`src/rtl/wk_pkg.sv`:
```
package wk_pkg;
    typedef enum logic [1:0] {
        ST_AWAKE  = 2'd0,
        ST_ASLEEP = 2'd1,
        ST_WAKING = 2'd2
    } wk_state_e;
endpackage

```
`src/rtl/wk_eligible.sv`:
```
module wk_eligible #(
    parameter int N = 4,
    parameter int P = 3
) (
    input  logic [N-1:0]   en,
    input  logic [N*P-1:0] prio,
    input  logic [P-1:0]   thresh,
    output logic [N-1:0]   elig
);
    // enabled and strictly more urgent than the running level
    for (genvar i = 0; i < N; i++) begin : g_line
        assign elig[i] = en[i] && (prio[i*P +: P] < thresh);
    end
endmodule

```
`src/rtl/wk_pend.sv`:
```
module wk_pend #(
    parameter int N = 4
) (
    input  logic         clk,
    input  logic         rst_n,
    input  logic         watch,
    input  logic         clr,
    input  logic [N-1:0] hit,
    output logic [N-1:0] pend
);
    always_ff @(posedge clk or negedge rst_n) begin
        if (!rst_n)      pend <= '0;
        else if (clr)    pend <= '0;
        else if (watch)  pend <= pend | hit;
    end

    // Pending bits only accumulate until cleared
    p_pend_sticky_r5: assert property (@(posedge clk) disable iff (!rst_n)
        !clr |=> ((pend & $past(pend)) == $past(pend)));

    p_pend_clear_r7: assert property (@(posedge clk) disable iff (!rst_n)
        clr |=> (pend == '0));
endmodule

```
`src/rtl/stopclk_waker.sv`:
```
module stopclk_waker
    import wk_pkg::*;
#(
    parameter int N = 4,
    parameter int P = 3
) (
    input  logic           clk,
    input  logic           rst_n,
    input  logic [N-1:0]   irq_en,
    input  logic [N*P-1:0] irq_prio,
    input  logic [P-1:0]   run_prio,
    input  logic [N-1:0]   irq_line,
    input  logic           sleep_enter,
    input  logic           wake_ack,
    output logic           wake_req,
    output logic [N-1:0]   wake_mask
);
    wk_state_e    state_q, state_d;
    logic [N-1:0] elig;
    logic [N-1:0] mask_q;
    logic [N-1:0] pend;
    logic         capture;
    logic         release_go;
    logic         watching;

    wk_eligible #(.N(N), .P(P)) u_elig (
        .en    (irq_en),
        .prio  (irq_prio),
        .thresh(run_prio),
        .elig  (elig)
    );

    assign capture    = sleep_enter && (state_q != ST_WAKING);
    assign release_go = wake_ack && (state_q == ST_WAKING);
    assign watching   = (state_q != ST_AWAKE);

    wk_pend #(.N(N)) u_pend (
        .clk  (clk),
        .rst_n(rst_n),
        .watch(watching),
        .clr  (release_go),
        .hit  (irq_line & mask_q),
        .pend (pend)
    );

    // Next-state logic
    always_comb begin
        state_d = state_q;
        unique case (state_q)
            ST_AWAKE:  if (sleep_enter) state_d = ST_ASLEEP;
            ST_ASLEEP: if (|pend)       state_d = ST_WAKING;
            ST_WAKING: if (wake_ack)    state_d = ST_AWAKE;
            default:                    state_d = ST_AWAKE;
        endcase
    end

    // State register
    always_ff @(posedge clk or negedge rst_n) begin
        if (!rst_n) state_q <= ST_AWAKE;
        else        state_q <= state_d;
    end

    // Snapshot register
    always_ff @(posedge clk or negedge rst_n) begin
        if (!rst_n)          mask_q <= '0;
        else if (release_go) mask_q <= '0;
        else if (capture)    mask_q <= elig;
    end

    // Outputs
    always_comb begin
        wake_req  = (state_q == ST_WAKING);
        wake_mask = mask_q;
    end

    p_mask_capture_r2: assert property (@(posedge clk) disable iff (!rst_n)
        capture |=> (wake_mask == $past(elig)));

    p_mask_hold_r10: assert property (@(posedge clk) disable iff (!rst_n)
        (state_q == ST_ASLEEP && !sleep_enter) |=> $stable(wake_mask));

    p_rise_from_pend_r4: assert property (@(posedge clk) disable iff (!rst_n)
        $rose(wake_req) |-> $past(|pend));

    p_req_hold_r7: assert property (@(posedge clk) disable iff (!rst_n)
        (wake_req && !wake_ack) |=> wake_req);

    p_ack_release_r7: assert property (@(posedge clk) disable iff (!rst_n)
        (wake_req && wake_ack) |=> (!wake_req && wake_mask == '0));

    p_ignore_strobe_r11: assert property (@(posedge clk) disable iff (!rst_n)
        (wake_req && sleep_enter && !wake_ack) |=> $stable(wake_mask));
endmodule

```
`config.mk`:
```
export PLATFORM = sky130hd
export DESIGN_NAME = stopclk_waker
export DESIGN_NICKNAME = d
export VERILOG_FILES = /design/src/rtl/wk_pkg.sv /design/src/rtl/wk_eligible.sv /design/src/rtl/wk_pend.sv /design/src/rtl/stopclk_waker.sv
export SDC_FILE = /design/constraint.sdc
export NUM_CORES = 1
export LEC_CHECK = 0
export ABC_CLOCK_PERIOD_IN_PS = 2700
export BUFFER_PORTS_ARGS = -buffer_cell sky130_fd_sc_hd__clkbuf_2
export CAP_MARGIN = 20
export CORE_MARGIN = 4
export CORE_UTILIZATION = 35
export DETAILED_ROUTE_END_ITERATION = 7
export PLACE_DENSITY = 0.61
export SYNTH_ARGS = -nofsm -noshare
export SYNTH_HDL_FRONTEND = slang
export SYNTH_HIERARCHICAL = 1
export SYNTH_SLANG_ARGS = --single-unit
```
`constraint.sdc`:
```
create_clock -name clk -period 2.7 [get_ports clk]
set_clock_uncertainty 0.15 [all_clocks]
set_input_delay 0.135 -clock clk [delete_from_list [all_inputs] [get_ports clk]]
set_output_delay 0.135 -clock clk [all_outputs]
set_load 0.1 [all_outputs]
```
==> impl_metrics.json, run 1 <==
{
  "wire_per_inst_um": 12.2,
  "synth_top_family_by_area": "simple AND/OR/NAND/NOR gates",
  "status": "complete, no violations",
  "setup_viol": 0,
  "startpoint_type": "register",
  "end_kind": "primary output",
  "final.fill_count": 190,
  "port_buffers": 31,
  "hold_viol_final": 0,
  "num_antenna_cells": 0,
  "synth_fa_ha_area_frac": 0.146,
  "drc_errors": 0,
  "drive_gt1_frac": 0.455,
  "rsz0062_at_grt": "no",
  "nets": 136,
  "ant_nets": 0,
  "row_count": 15,
  "overflow": 0,
  "drtIter0Drc": 2,
  "syn2layout_area_growth_pct": 33.3,
  "die_y_um": 52.3,
  "whs_ns": 0.0325,
  "p_per_area_nw_per_um2": 839,
  "fmax_mhz": 601,
  "min_path_type": "primary input to register",
  "syn_area_um2": 687,
  "wl_mm": 1.51,
  "leakage_nw": 0.491,
  "antenna_found_initial": 0,
  "grtUsageTotal": 0.123,
  "start_util": 0.381,
  "post-cts-setup-buffers": 0,
  "die_x_um": 52.3,
  "drv_slew": 0,
  "ys_warn_count": 6,
  "io_pins": 32,
  "core_um2": 1800,
  "via_per_inst": 4.81,
  "cts_buffer_depth": 2,
  "cp_num_buf_inv": 2,
  "synth_mux_area_frac": 0.0146,
  "netlist_instances": 63,
  "period_minus_slack_ns": 1.66,
  "place_ws_ns": 1.30,
  "synth.distinct_cells": 17,
  "crit_arrival_ns": 1.38,
  "clk_latency_ns": 0.26,
  "avgSynthCellArea_um2": 10.9,
  "gp_congestion": 0.711,
  "maxSlewHeadroom": 0.641,
  "clock_sinks": 10,
  "worstMarginPinSlew_ns": 0.541,
  "place_inst": 119,
  "criticalPathCategory": "register to primary output",
  "cts.clk_slew.worst_paths_ns": 0.06,
  "synth_fp_nets": 98,
  "ys_ff_latch": 10,
  "worstPathMaxFanout": 5,
  "crit_family": "buffers and inverters",
  "via_count": 596,
  "cts_tree": "built",
  "synth_compound_area_frac": 0.204,
  "first_pass_iters": 3,
  "tns_ns": 0,
  "cap_violations": 0,
  "cp.required_ns": 2.41,
  "cts_buffers": 3,
  "grt_max_degree": 11,
  "fin_crit_sh": 0.616,
  "dp_hpwl_mm": 1.28,
  "stdcell_count": 124,
  "synth-xor-area-share": 0,
  "yosys.area_share.simple": 0.255,
  "critical_path.max_stage_delay_ns": 0.44,
  "dieArea_um2": 2740,
  "peakVddDrop_uv": 431,
  "setup_ws_ns": 1.04,
  "power_mw": 0.768,
  "htreeDepth": 1,
  "hold_buffers": 2,
  "cts_root_buffer": "clkbuf_4",
  "worstPathCellList": "nand2b_4 -> inv_1 -> clkbuf_2",
  "ys_seq_area_frac": 0.364,
  "grt_pass1_vias": 588,
  "grt_pass1_wl_mm": 2.44,
  "critPathSlowestCell": "clkbuf_2",
  "cts.repair.resized": 0
}
-- path summary, 6_finish.rpt --
path / from / cells after the start / slack (ns) / endpoint
max in group asynchronous: rst_n / 2 / 2.07 / u_pend/pend[3]$_DFFE_PN0P_
min reg2reg: u_pend/pend[0]$_DFFE_PN0P_ / 2 / 0.34 / u_pend/pend[0]$_DFFE_PN0P_
max: state_q[0]$_DFFE_PN0P_ / 3 / 1.04 / wake_req
min: sleep_enter / 3 / 0.03 / state_q[0]$_DFFE_PN0P_
max reg2reg: u_pend/pend[1]$_DFFE_PN0P_ / 3 / 1.40 / state_q[1]$_DFFE_PN0P_
min in group asynchronous: rst_n / 2 / 0.12 / state_q[1]$_DFFE_PN0P_
-- where the power goes --
part / switching [mW] / total, mW / leakage [nW] / internal [mW]
logic: 0.280 / 0.412 / 0.349 / 0.132
clock network: 0.0469 / 0.0981 / 0.0138 / 0.0513
registers: 0.0497 / 0.258 / 0.128 / 0.208
-- sequential cells by signal (all words and copies together), names as in the netlist --
name and count:
u_pend/pend 4, wake_mask 4, state_q 2
-- cell families after synthesis --
group / Yosys count
and+or+nand+nor: 27
muxes: 1
adders and majority gates: 8
AOI/OAI and AO/OA: 14
DFF: 10
buffers and inverters: 3
-- tightest hold or removal path, cell delays in order --
cell	delay, ns
clkbuf_2	0.12
mux2i_1	0.07
nor2_1	0.08
-- cell type report --
type,instances,area (um^2),share of cell area
multi-input cells,50,425,0.464
flip-flops and latches,10,250,0.273
repair buffers,33,175,0.191
well taps,25,31.3,0.0342
clock buffers,3,22.5,0.0246
inverters,3,11.3,0.0123
-- synthesized netlist by cell type, drive strengths merged --
| cell type | n | area, um^2 |
|---|---|---|
| nor2 | 6 | 22.5 |
| dfrtp | 10 | 250 |
| inv | 3 | 11.3 |
| mux2i | 1 | 10.0 |
| o2bb2ai | 1 | 8.76 |
| nor4 | 1 | 6.26 |
| a221oi | 4 | 60.1 |
| and3b | 1 | 12.5 |
| ha | 8 | 100 |
| and2 | 9 | 63.8 |
| a21oi | 5 | 36.3 |
| nand2b | 9 | 63.8 |
| a22o | 4 | 35.0 |
| or2 | 1 | 6.26 |
-- through the flow --
stage	utilization	instance area, um^2
finish	0.508	916
global route	0.508	916
CTS	0.508	916
detailed placement	0.485	873
global placement	0.485	873
floorplan	-	687
-- placed cells by master, fill, tap and decap left out, types with 2 or more instances in the layout --
cell,instances
clkbuf_2,31
dfrtp_1,10
nand2b_1,8
ha_1,8
and2_1,6
nor2_1,6
a22o_1,4
a221oi_2,4
a21oi_1,4
inv_1,3
and2_4,3
clkbuf_4,3
dlygate4sd3_1,2
-- metal layers --
layer | GRT usage | part of all wire
met3 | 0.0199 | 0.070
met4 | 0.0894 | 0.013
met2 | 0.194 | 0.44
met1 | 0.150 | 0.47
met5 | 0 | 0
Power figures use the tool's default switching activity.
==> run 2: changes to the inputs <==
--- a/config.mk
+++ b/config.mk
@@ -5,7 +5,7 @@
 export SDC_FILE = /design/constraint.sdc
 export NUM_CORES = 1
 export LEC_CHECK = 0
-export ABC_CLOCK_PERIOD_IN_PS = 2700
+export ABC_CLOCK_PERIOD_IN_PS = 1550
 export BUFFER_PORTS_ARGS = -buffer_cell sky130_fd_sc_hd__clkbuf_2
 export CAP_MARGIN = 20
 export CORE_MARGIN = 4
==> constraint.sdc (replaced) <==
create_clock -name clk -period 1.55 [get_ports clk]
set_clock_uncertainty 0.15 [all_clocks]
set_input_delay 0.0775 -clock clk [delete_from_list [all_inputs] [get_ports clk]]
set_output_delay 0.0775 -clock clk [all_outputs]
set_load 0.1 [all_outputs]
==> impl_metrics.json, run 2 (synthesis gave the netlist of run 1 again) <==
{
  "status": "complete, no violations",
  "drc_errors": 0,
  "die_y_um": 52.3,
  "critical_path.max_stage_delay_ns": 0.43,
  "cts_tree": "built",
  "mostFrequentLayoutCells": "30 x clkbuf_2, 10 x dfrtp_1, 8 x nand2b_1, 8 x ha_1",
  "hold_viol_final": 0,
  "tns_ns": 0,
  "grt_pass1_wl_mm": 2.81,
  "core_um2": 1800,
  "row_count": 15,
  "clk_latency_ns": 0.26,
  "cts_buffers": 3,
  "sw_frac_of_total": 0.480,
  "grtUsageTotal": 0.141,
  "final_util": 0.522,
  "startpoint_type": "register",
  "switchingPower_mw": 0.662,
  "drive_gt1_frac": 0.450,
  "via_per_inst": 4.79,
  "drtIter0Drc": 4,
  "pwr-share-seq": 0.325,
  "setup_viol": 0,
  "io_pins": 32,
  "first_pass_iters": 2,
  "min_from": "irq_line[1]",
  "min_path_type": "primary input to register",
  "fmax_mhz": 723,
  "worstPathMaxFanout": 5,
  "drv_slew": 0,
  "via_count": 599,
  "die_x_um": 52.3,
  "clkPwrFrac": 0.125,
  "r2r-start": "state_q[0]$_DFFE_PN0P_",
  "num_antenna_cells": 0,
  "worstPathCellList": "nand2b_4 -> inv_1 -> buf_12",
  "syn2layout_area_growth_pct": 37.0,
  "clock_sinks": 10,
  "maxSlewHeadroom": 0.633,
  "mostFrequentLayoutCell": "clkbuf_2",
  "criticalPathCategory": "register to primary output",
  "worstMarginPinSlew_ns": 0.554,
  "cts.clk_slew.worst_paths_ns": 0.06,
  "fin_crit_sh": 0.892,
  "wl_mm": 1.58,
  "p_per_area_nw_per_um2": 1470,
  "nets": 137,
  "leakage_nw": 0.499,
  "port_buffers": 31,
  "comb_power_share": 0.550,
  "overflow": 0,
  "crit_start": "state_q[0]$_DFFE_PN0P_",
  "crit_arrival_ns": 1.15,
  "critPathSlowestCell": "dfrtp_1",
  "post-cts-setup-buffers": 0,
  "cap_violations": 0,
  "gp_congestion": 0.703,
  "cts_buffer_depth": 2,
  "dp_hpwl_mm": 1.35,
  "cp.required_ns": 1.32,
  "cts_root_buffer": "clkbuf_4",
  "grt_pass1_vias": 638,
  "peakVddDrop_uv": 743,
  "antenna_found_initial": 0,
  "period_minus_slack_ns": 1.38,
  "start_util": 0.381,
  "wire_per_inst_um": 12.6,
  "end_kind": "primary output",
  "grt_max_degree": 11,
  "dieArea_um2": 2740,
  "ant_nets": 0,
  "rsz0062_at_grt": "no",
  "htreeDepth": 1,
  "p_int_mw": 0.717
}
[run 2: cell types whose count changed in the layout (fill, tap and decap cells not counted), sizes merged]
cell	change
buf	+1
clkbuf	-1
dlygate4sd3	+1
[run 2: layer usage]
metal	share of wire	routed length (um)	global-route usage
met5	0	0	0
met4	0.022	34	0.102
met3	0.074	117	0.0313
met2	0.48	762	0.240
met1	0.42	660	0.150
[run 2: power by group through the flow]
stage / combinational (mW) / clock (mW) / sequential [mW]
floorplan: 0.368 / 0 / 0.651
global placement: 0.752 / 0 / 0.449
detailed placement: 0.763 / 0 / 0.455
CTS: 0.770 / 0.181 / 0.450
global route: 0.814 / 0.192 / 0.465
finish: 0.759 / 0.172 / 0.448
[run 2: repair_timing]
action | CTS | global route
endpoints found under the hold margin | 12 | 0
hold buffers | 3 | 0
gates resized for setup | 0 | 0
[run 2: per-stage QoR]
stage                     power (mW)  hold WS, ns  setup slack (ns)  cells  cell area [um^2]
final                           1.38       0.0148             0.168    125               941
after global routing            1.47       0.0243             0.108    125               941
after CTS                       1.40      0.00833             0.158    125               941
after detailed placement        1.22       -0.190             0.214    119               888
after global placement          1.20       -0.195             0.214    119               888
after floorplan                 1.02       -0.368            0.0669     63               687
[run 2: layout make-up]
class / instances / area [um^2]
clock buffers: 3 / 22.5
fillers: 184 / 861
inverters: 3 / 11.3
multi-input cells: 50 / 425
flip-flops and latches: 10 / 250
well taps: 25 / 31.3
repair buffers: 34 / 200
[run 2: final timing paths]
check / end / slack, ns / cells past startpoint
min in group asynchronous: u_pend/pend[1]$_DFFE_PN0P_ / 0.06 / 2
worst max register to register: wake_mask[2]$_DFFE_PN0P_ / 0.26 / 3
max in group asynchronous: u_pend/pend[3]$_DFFE_PN0P_ / 0.98 / 2
worst min register to register: u_pend/pend[0]$_DFFE_PN0P_ / 0.34 / 2
worst min-delay path: u_pend/pend[1]$_DFFE_PN0P_ / 0.01 / 4
worst max-delay path: wake_req / 0.17 / 3
[run 2: critical path: cells and delay by family (launching register included)]
| kind | cells | cell delay [ns] |
|---|---|---|
| flops | 1 | 0.43 |
| buf+inv | 2 | 0.28 |
| simple gates | 1 | 0.19 |
